<file path="config.mk">
export PLATFORM = sky130hd
export DESIGN_NAME = e1_tx_payload_cond
export DESIGN_NICKNAME = d
export VERILOG_FILES = /design/src/rtl/e1pc_pkg.sv /design/src/rtl/e1pc_cfg_store.sv /design/src/rtl/e1pc_frame_phase.sv /design/src/rtl/e1pc_select.sv /design/src/rtl/e1_tx_payload_cond.sv
export SDC_FILE = /design/constraint.sdc
export NUM_CORES = 1
export LEC_CHECK = 0
export ABC_CLOCK_PERIOD_IN_PS = 9600
export BUFFER_PORTS_ARGS = -buffer_cell sky130_fd_sc_hd__buf_2
export CAP_MARGIN = 30
export CORE_MARGIN = 4
export CORE_UTILIZATION = 55
export DETAILED_ROUTE_END_ITERATION = 8
export PLACE_DENSITY = 0.81
export SETUP_SLACK_MARGIN = 0.5
export SYNTH_ARGS = -nofsm -noshare
export SYNTH_HDL_FRONTEND = slang
export SYNTH_SLANG_ARGS = --single-unit
</file>
<file path="constraint.sdc">
create_clock -name clk -period 9.6 [get_ports clk]
set_input_delay 1.92 -clock clk [delete_from_list [all_inputs] [get_ports clk]]
set_output_delay 1.92 -clock clk [all_outputs]
set_load 0.02 [all_outputs]
</file>
<file path="src/rtl/e1pc_pkg.sv">
// Shared types and constants of the E1 transmit payload conditioner.
// Assumes 8-bit timeslots and a 4-bit ABCD signaling nibble.
package e1pc_pkg;
    localparam int SLOT_W  = 8;
    localparam int SIG_W   = 4;
    localparam int MW_LEN  = 8;
    localparam int PH_W    = $clog2(MW_LEN);
    localparam int POS_W   = $clog2(SLOT_W);

    // One table entry; packed order matches the write data layout.
    typedef struct packed {
        logic [SIG_W-1:0]  abcd;
        logic [SLOT_W-1:0] idle;
        logic              subs;
        logic              code_a;
        logic              code_b;
        logic              test;
        logic              loop;
        logic              sigsrc;
    } ts_cfg_t;

    localparam int CFG_W = $bits(ts_cfg_t);

    typedef enum logic [2:0] {
        ACT_PASS, ACT_TAP, ACT_LOOP, ACT_MW, ACT_PAT, ACT_IDLE, ACT_INV
    } act_e;

    // Milliwatt byte for a given law (1 = A-law) and frame phase.
    function automatic logic [SLOT_W-1:0] mw_byte(input logic alaw, input logic [PH_W-1:0] ph);
        logic [SLOT_W-1:0] b;
        case (ph[1:0])
            2'd0, 2'd3: b = alaw ? 8'h34 : 8'h1E;
            default:    b = alaw ? 8'h21 : 8'h0B;
        endcase
        if (ph[2]) b = alaw ? (b | 8'h80) : (b | 8'h80);
        return b;
    endfunction
endpackage

</file>
<file path="src/rtl/e1pc_cfg_store.sv">
// Per-timeslot configuration table: one whole-entry write port and one
// asynchronous read port addressed by the current timeslot.
// Assumes writes and reads of the same entry in one cycle see the old value.
module e1pc_cfg_store
    import e1pc_pkg::*;
#(
    parameter int N_TS = 32,
    localparam int TS_W = $clog2(N_TS)
) (
    input  logic            clk,
    input  logic            rst_n,
    input  logic            we,
    input  logic [TS_W-1:0] wa,
    input  ts_cfg_t         wd,
    input  logic [TS_W-1:0] ra,
    output ts_cfg_t         rd
);
    ts_cfg_t mem [N_TS];

    // Clear all entries on reset, otherwise store the written entry.
    always_ff @(posedge clk) begin
        if (!rst_n) begin
            for (int i = 0; i < N_TS; i++) mem[i] <= '0;
        end else if (we) begin
            mem[wa] <= wd;
        end
    end

    // Read the entry of the current timeslot.
    always_comb rd = mem[ra];
endmodule

</file>
<file path="src/rtl/e1pc_frame_phase.sv">
// Frame phase counter for the milliwatt sequences: steps once per frame,
// after the last bit of the last timeslot.
// Assumes every clock carries exactly one bit of the frame.
module e1pc_frame_phase
    import e1pc_pkg::*;
#(
    parameter int N_TS = 32,
    localparam int TS_W = $clog2(N_TS)
) (
    input  logic             clk,
    input  logic             rst_n,
    input  logic [TS_W-1:0]  ts_idx,
    input  logic [POS_W-1:0] bit_idx,
    output logic [PH_W-1:0]  phase
);
    logic frame_end;

    // Detect the final bit of the frame.
    always_comb frame_end = (ts_idx == TS_W'(N_TS - 1)) && (bit_idx == POS_W'(SLOT_W - 1));

    // Advance the phase at each frame end, wrapping naturally.
    always_ff @(posedge clk) begin
        if (!rst_n)         phase <= '0;
        else if (frame_end) phase <= phase + 1'b1;
    end
endmodule

</file>
<file path="src/rtl/e1pc_select.sv">
// Priority resolver: picks one action for the current bit and forms the
// conditioned bit, tap flag and signaling nibble (combinational).
// Assumes the entry passed in belongs to the current timeslot.
module e1pc_select
    import e1pc_pkg::*;
(
    input  ts_cfg_t          cfg,
    input  logic             pc_en,
    input  logic             dir_extract,
    input  logic             unf_det,
    input  logic             unf_gen,
    input  logic             cas_en,
    input  logic [POS_W-1:0] bit_idx,
    input  logic [PH_W-1:0]  phase,
    input  logic             tx_bit,
    input  logic             loop_bit,
    input  logic             pat_bit,
    input  logic [SIG_W-1:0] sig_in,
    output logic             data_out,
    output logic             tap_vld,
    output logic [SIG_W-1:0] sig_out
);
    act_e              act;
    logic              tap_hit;
    logic              pat_hit;
    logic              flip;
    logic [SLOT_W-1:0] mwb;
    logic [POS_W-1:0]  msb_pos;

    // Decide whether the bit is tapped or overwritten by the pattern.
    always_comb begin
        tap_hit = pc_en && dir_extract && (unf_det || cfg.test);
        pat_hit = pc_en && !dir_extract && (unf_gen || cfg.test);
    end

    // Resolve the fixed priority order, highest first.
    always_comb begin
        if (!pc_en)                      act = ACT_PASS;
        else if (tap_hit)                act = ACT_TAP;
        else if (cfg.loop)               act = ACT_LOOP;
        else if (cfg.subs && cfg.code_a) act = ACT_MW;
        else if (pat_hit)                act = ACT_PAT;
        else if (cfg.subs)               act = ACT_IDLE;
        else if (cfg.code_a || cfg.code_b) act = ACT_INV;
        else                             act = ACT_PASS;
    end

    // Work out the milliwatt byte, bit index and inversion mask.
    always_comb begin
        mwb     = mw_byte(cfg.code_b, phase);
        msb_pos = ~bit_idx;
        flip    = (cfg.code_a && cfg.code_b)
               || (!cfg.code_a && cfg.code_b && !bit_idx[0])
               || (cfg.code_a && !cfg.code_b && bit_idx[0]);
    end

    // Form the outgoing bit from the chosen action.
    always_comb begin
        case (act)
            ACT_LOOP: data_out = loop_bit;
            ACT_MW:   data_out = mwb[msb_pos];
            ACT_PAT:  data_out = pat_bit;
            ACT_IDLE: data_out = cfg.idle[msb_pos];
            ACT_INV:  data_out = tx_bit ^ flip;
            default:  data_out = tx_bit;
        endcase
        tap_vld = (act == ACT_TAP);
    end

    // Substitute the stored nibble when signaling comes from the table.
    always_comb sig_out = (pc_en && cas_en && cfg.sigsrc) ? cfg.abcd : sig_in;
endmodule

</file>
<file path="src/rtl/e1_tx_payload_cond.sv">
// E1 per-timeslot transmit payload conditioner, top level. Looks up the
// current timeslot's entry, resolves the action and registers all outputs
// (one clock of latency). Assumes one bit per clock with its position given.
module e1_tx_payload_cond
    import e1pc_pkg::*;
#(
    parameter int N_TS = 32,
    localparam int TS_W = $clog2(N_TS)
) (
    input  logic              clk,
    input  logic              rst_n,
    input  logic              pc_en_i,
    input  logic              dir_extract_i,
    input  logic              unf_det_i,
    input  logic              unf_gen_i,
    input  logic              cas_en_i,
    input  logic              cfg_we_i,
    input  logic [TS_W-1:0]   cfg_ts_i,
    input  logic [CFG_W-1:0]  cfg_wdata_i,
    input  logic [TS_W-1:0]   ts_idx_i,
    input  logic [POS_W-1:0]  bit_idx_i,
    input  logic              tx_bit_i,
    input  logic              loop_bit_i,
    input  logic              pat_bit_i,
    input  logic [SIG_W-1:0]  sig_i,
    output logic              tx_bit_o,
    output logic [SIG_W-1:0]  sig_o,
    output logic              tap_vld_o,
    output logic              tap_bit_o
);
    ts_cfg_t          rd_cfg;
    logic [PH_W-1:0]  phase;
    logic             nxt_data;
    logic             nxt_tap;
    logic [SIG_W-1:0] nxt_sig;

    e1pc_cfg_store #(.N_TS(N_TS)) u_store (
        .clk (clk),
        .rst_n (rst_n),
        .we (cfg_we_i),
        .wa (cfg_ts_i),
        .wd (ts_cfg_t'(cfg_wdata_i)),
        .ra (ts_idx_i),
        .rd (rd_cfg)
    );

    e1pc_frame_phase #(.N_TS(N_TS)) u_phase (
        .clk (clk),
        .rst_n (rst_n),
        .ts_idx (ts_idx_i),
        .bit_idx (bit_idx_i),
        .phase (phase)
    );

    e1pc_select u_sel (
        .cfg (rd_cfg),
        .pc_en (pc_en_i),
        .dir_extract (dir_extract_i),
        .unf_det (unf_det_i),
        .unf_gen (unf_gen_i),
        .cas_en (cas_en_i),
        .bit_idx (bit_idx_i),
        .phase (phase),
        .tx_bit (tx_bit_i),
        .loop_bit (loop_bit_i),
        .pat_bit (pat_bit_i),
        .sig_in (sig_i),
        .data_out (nxt_data),
        .tap_vld (nxt_tap),
        .sig_out (nxt_sig)
    );

    // Register the conditioned outputs.
    always_ff @(posedge clk) begin
        if (!rst_n) begin
            tx_bit_o  <= 1'b0;
            sig_o     <= '0;
            tap_vld_o <= 1'b0;
            tap_bit_o <= 1'b0;
        end else begin
            tx_bit_o  <= nxt_data;
            sig_o     <= nxt_sig;
            tap_vld_o <= nxt_tap;
            tap_bit_o <= nxt_tap ? tx_bit_i : 1'b0;
        end
    end
endmodule

</file>
==> run_results.csv <==
group,metric,value,unit
run_status,status,"completed",
critical_path,crit_path_end_kind,"register",
die,core-area,48100,sq um
min_path,worstHoldStart,"u_phase.phase[0]$_SDFFE_PN0P_",
min_path,min_to,"u_phase.phase[0]$_SDFFE_PN0P_",
detailed_routing,first_iter_violations,2527,
critical_path,arrival,5.44,ns
placement,numPortBuffers,52,
clock_network,clk_latency,0.61,ns
die,rows,80,
detailed_routing,num_vias,16000,
logic_synthesis,synthFlopType,"edfxtp_1",
power_and_ir_drop,power_density,188,nW/um^2
logic_synthesis,yosys_warnings,0,
clock_network,clockBufferDepth,3,
job,maxCapViolations,0,
logic_synthesis,synth-edff-count,576,
global_route,grt_pass1_wl,108000,microns
placement,gp_congestion,0.991,
die,ios,53,
die,die_area,52800,sq um
final_layout,final_nets,1869,
detailed_routing,ant_nets,0,
logic_synthesis,synth-compound-area-share,0.0303,
clock_network,clkTransAtPathRegs,0.06,ns
critical_path,reg2reg_slack,6.77,ns
critical_path,cp.required,10.10,ns
power_and_ir_drop,p_seq_frac,0.524,
logic_synthesis,async_flop_share,0,
timing,clock_skew,0.0163,ns
global_route,grt_pass1_vias,15900,
critical_path,critPathMaxFanout,42,
clock_network,cts_resized,0,
timing,final.period_utilization,0.514,
detailed_routing,avgViaCountPerCell,6.33,
timing,min_period,4.94,ns
global_route,grt_max_degree,80,
logic_synthesis,ys_ff_latch,586,
logic_synthesis,synthAdderAreaFrac,0.000463,
die,die_width,230,microns
min_path,hold_class,"register to register",
critical_path,reg2reg_depth,9,
final_layout,final_cell_area,30300,sq um
detailed_routing,drc,0,
logic_synthesis,synth_fp_nets,1832,
timing,tns,0,ns
die,die_y,230,microns
detailed_routing,wl,72600,microns
timing,slew-limit-headroom,0.338,
logic_synthesis,synth.distinct_cells,58,
logic_synthesis,synth.largest_area_cell,"edfxtp_1",
logic_synthesis,synth_top_family_by_area,"simple AND/OR/NAND/NOR gates",
logic_synthesis,synth_top_area_frac,0.640,
power_and_ir_drop,ir_worst_vdd,0.000145,V
logic_synthesis,synthXorXnorAreaFrac,0.000648,
clock_network,cts.sink_count,586,
logic_synthesis,synth_mux_area_frac,0.132,
power_and_ir_drop,clockPowerShare,0.392,
timing,rsz0062_at_grt,"no",
power_and_ir_drop,combPwrFrac,0.084,
timing,hold_viol_final,0,
clock_network,cts_buffers,57,
final_layout,fill_cells,3330,
die,start_util,0.562,
final_layout,drive_gt1_frac,0.213,
global_route,grt_overflow_total,0,
logic_synthesis,synth.area.top_cells,"edfxtp_1 64%, and2_1 13%, mux4_2 11%",
power_and_ir_drop,cell_internal_pwr,4.41,mW
critical_path,r2r-end,"tx_bit_o$_SDFF_PN0_",
placement,hpwl,46100,microns
detailed_routing,wl_per_cell,28.7,microns
clock_network,cts_root_buffer,"clkbuf_16",
global_route,track_usage,0.278,
global_route,antenna_found_initial,4,
critical_path,worstSetupStartpointType,"input pin",
logic_synthesis,syn_area,27000,sq um
logic_synthesis,synthSimpleGateAreaFrac,0.161,
power_and_ir_drop,switching_share,0.226,
logic_synthesis,syn_inst,1785,
final_layout,diodes,0,
power_and_ir_drop,p_sw,1.29,mW
final_layout,layout-area-overhead-vs-synth,12.0,%
logic_synthesis,syn-mean-instance-area,15.2,sq um
critical_path,crit_type,"input pin to register",
clock_network,cts_setup_buffers,0,
timing,fmax,203,MHz
clock_network,cts_tree,"done",
placement,dpl_cell_area,28400,sq um
critical_path,timing.rr.start,"u_store.mem[9][4]$_SDFFCE_PN0P_",
detailed_routing,dr.pass1.iters,5,
timing,setup_viol,0,
clock_network,h-tree-depth,2,
timing,drv_slew,0,
logic_synthesis,synth_seq_area_share,0.647,
min_path,holdPathStages,2,
power_and_ir_drop,p_leak,10.6,nW
clock_network,ctsHoldBuffers,0,
timing,worst_slew_pin_slew,0.993,ns
==> how the worst max path moves through the flow <==
stage | startpoint | end | slack (ns)
after global placement | ts_idx_i[0] | tx_bit_o$_SDFF_PN0_ | 3.69
after CTS | ts_idx_i[0] | tx_bit_o$_SDFF_PN0_ | 4.51
after detailed placement | ts_idx_i[0] | tx_bit_o$_SDFF_PN0_ | 3.87
final | ts_idx_i[4] | tx_bit_o$_SDFF_PN0_ | 4.66
after global routing | ts_idx_i[0] | tx_bit_o$_SDFF_PN0_ | 4.35
after floorplan | rst_n | u_store.mem[12][0]$_SDFFCE_PN0P_ | 4.96
==> worst max-delay path, cell delays in order <==
cell and delay (ns):
buf_2 0.08, buf_4 0.53, clkinv_1 0.84, mux2i_1 0.39
o21ai_0 0.13, o22ai_1 0.46, o21ai_1 0.24, nor4_1 0.33
a21boi_1 0.20, o21bai_1 0.07, and4b_1 0.18
==> through the flow <==
stage / total power, mW / worst slack [ns] / instances / utilization / hold slack [ns]
2_1_floorplan: 3.30 / 4.96 / 1785 / - / 0.465
3_3_place_gp: 3.47 / 3.69 / 2389 / 0.579 / 0.479
3_5_place_dp: 3.50 / 3.87 / 2417 / 0.589 / 0.524
4_1_cts: 5.70 / 4.51 / 2522 / 0.628 / 0.541
5_1_grt: 5.86 / 4.35 / 2524 / 0.629 / 0.574
6_report: 5.69 / 4.66 / 2524 / 0.629 / 0.549
==> routing by layer <==
metal | GRT usage | part of all wire
met1 | 0.391 | 0.37
met2 | 0.445 | 0.48
met3 | 0.0429 | 0.10
met4 | 0.105 | 0.044
met5 | 0 | 0.00057
==> Yosys cell counts, types with 10 or more instances <==
library cell and count:
nand2_1 33, buf_2 13, a22oi_1 10, clkbuf_1 110
mux2i_1 32, edfxtp_1 576, mux2_2 10, mux4_2 138
dfxtp_1 10, o22ai_1 13, nor2b_1 15, o21ai_0 41
and2_1 582, buf_4 16, nor2_1 52, a21oi_1 16
==> power by group through the flow <==
stage / registers (mW) / clock network, mW / logic [mW]
6_report: 2.98 / 2.23 / 0.481
2_1_floorplan: 3.02 / 0 / 0.281
3_5_place_dp: 3.03 / 0 / 0.469
3_3_place_gp: 3.03 / 0 / 0.442
5_1_grt: 2.99 / 2.37 / 0.501
4_1_cts: 2.98 / 2.25 / 0.472
==> area by class of cell <==
class                      count  area [sq um]  share of cell area
multi-input combinational   1041          8910               0.294
clock buffer                  68          1480              0.0488
sequential                   586         17500               0.578
timing repair buffer         127          1160              0.0384
inverter                       9          33.8             0.00112
clock inverter                37           379              0.0125
tap                          656           821              0.0271
==> sequential cells by signal, summed over array words and instances (netlist names) <==
| register | count |
|---|---|
| u_store.mem | 576 |
| sig_o | 4 |
| u_phase.phase | 3 |
| tap_bit_o | 1 |
| tap_vld_o | 1 |
| tx_bit_o | 1 |
==> kinds of logic after synthesis <==
kind of cell	count (synthesis)
simple gates	729
flops	586
mux	182
buf+inv	158
compound gates	127
xor+xnor	2
fa+ha+maj	1
==> placed cells by master (no fill, tap or decap), types with 6 or more instances in the layout <==
cell type	synthesis	final
o22ai_1	13	13
buf_16	0	9
bufinv_16	0	7
nor2b_1	15	15
clkbuf_1	110	10
edfxtp_1	576	576
nor2_1	52	52
nand3_1	6	6
and2_1	582	582
o21ai_2	0	32
clkinv_2	0	11
mux4_2	138	138
dfxtp_1	10	10
buf_4	16	47
nand4_1	6	6
nand2b_1	7	7
buf_8	4	15
a21oi_1	16	16
inv_1	7	7
nand2_1	33	33
a2111oi_0	9	9
clkbuf_16	0	57
a22oi_1	10	10
o21ai_0	41	9
a211oi_1	6	6
mux2_2	10	10
clkinv_1	2	15
mux2i_1	32	32
nor3_1	6	6
buf_2	13	49
Note: power is estimated with default switching activity, not from simulation.
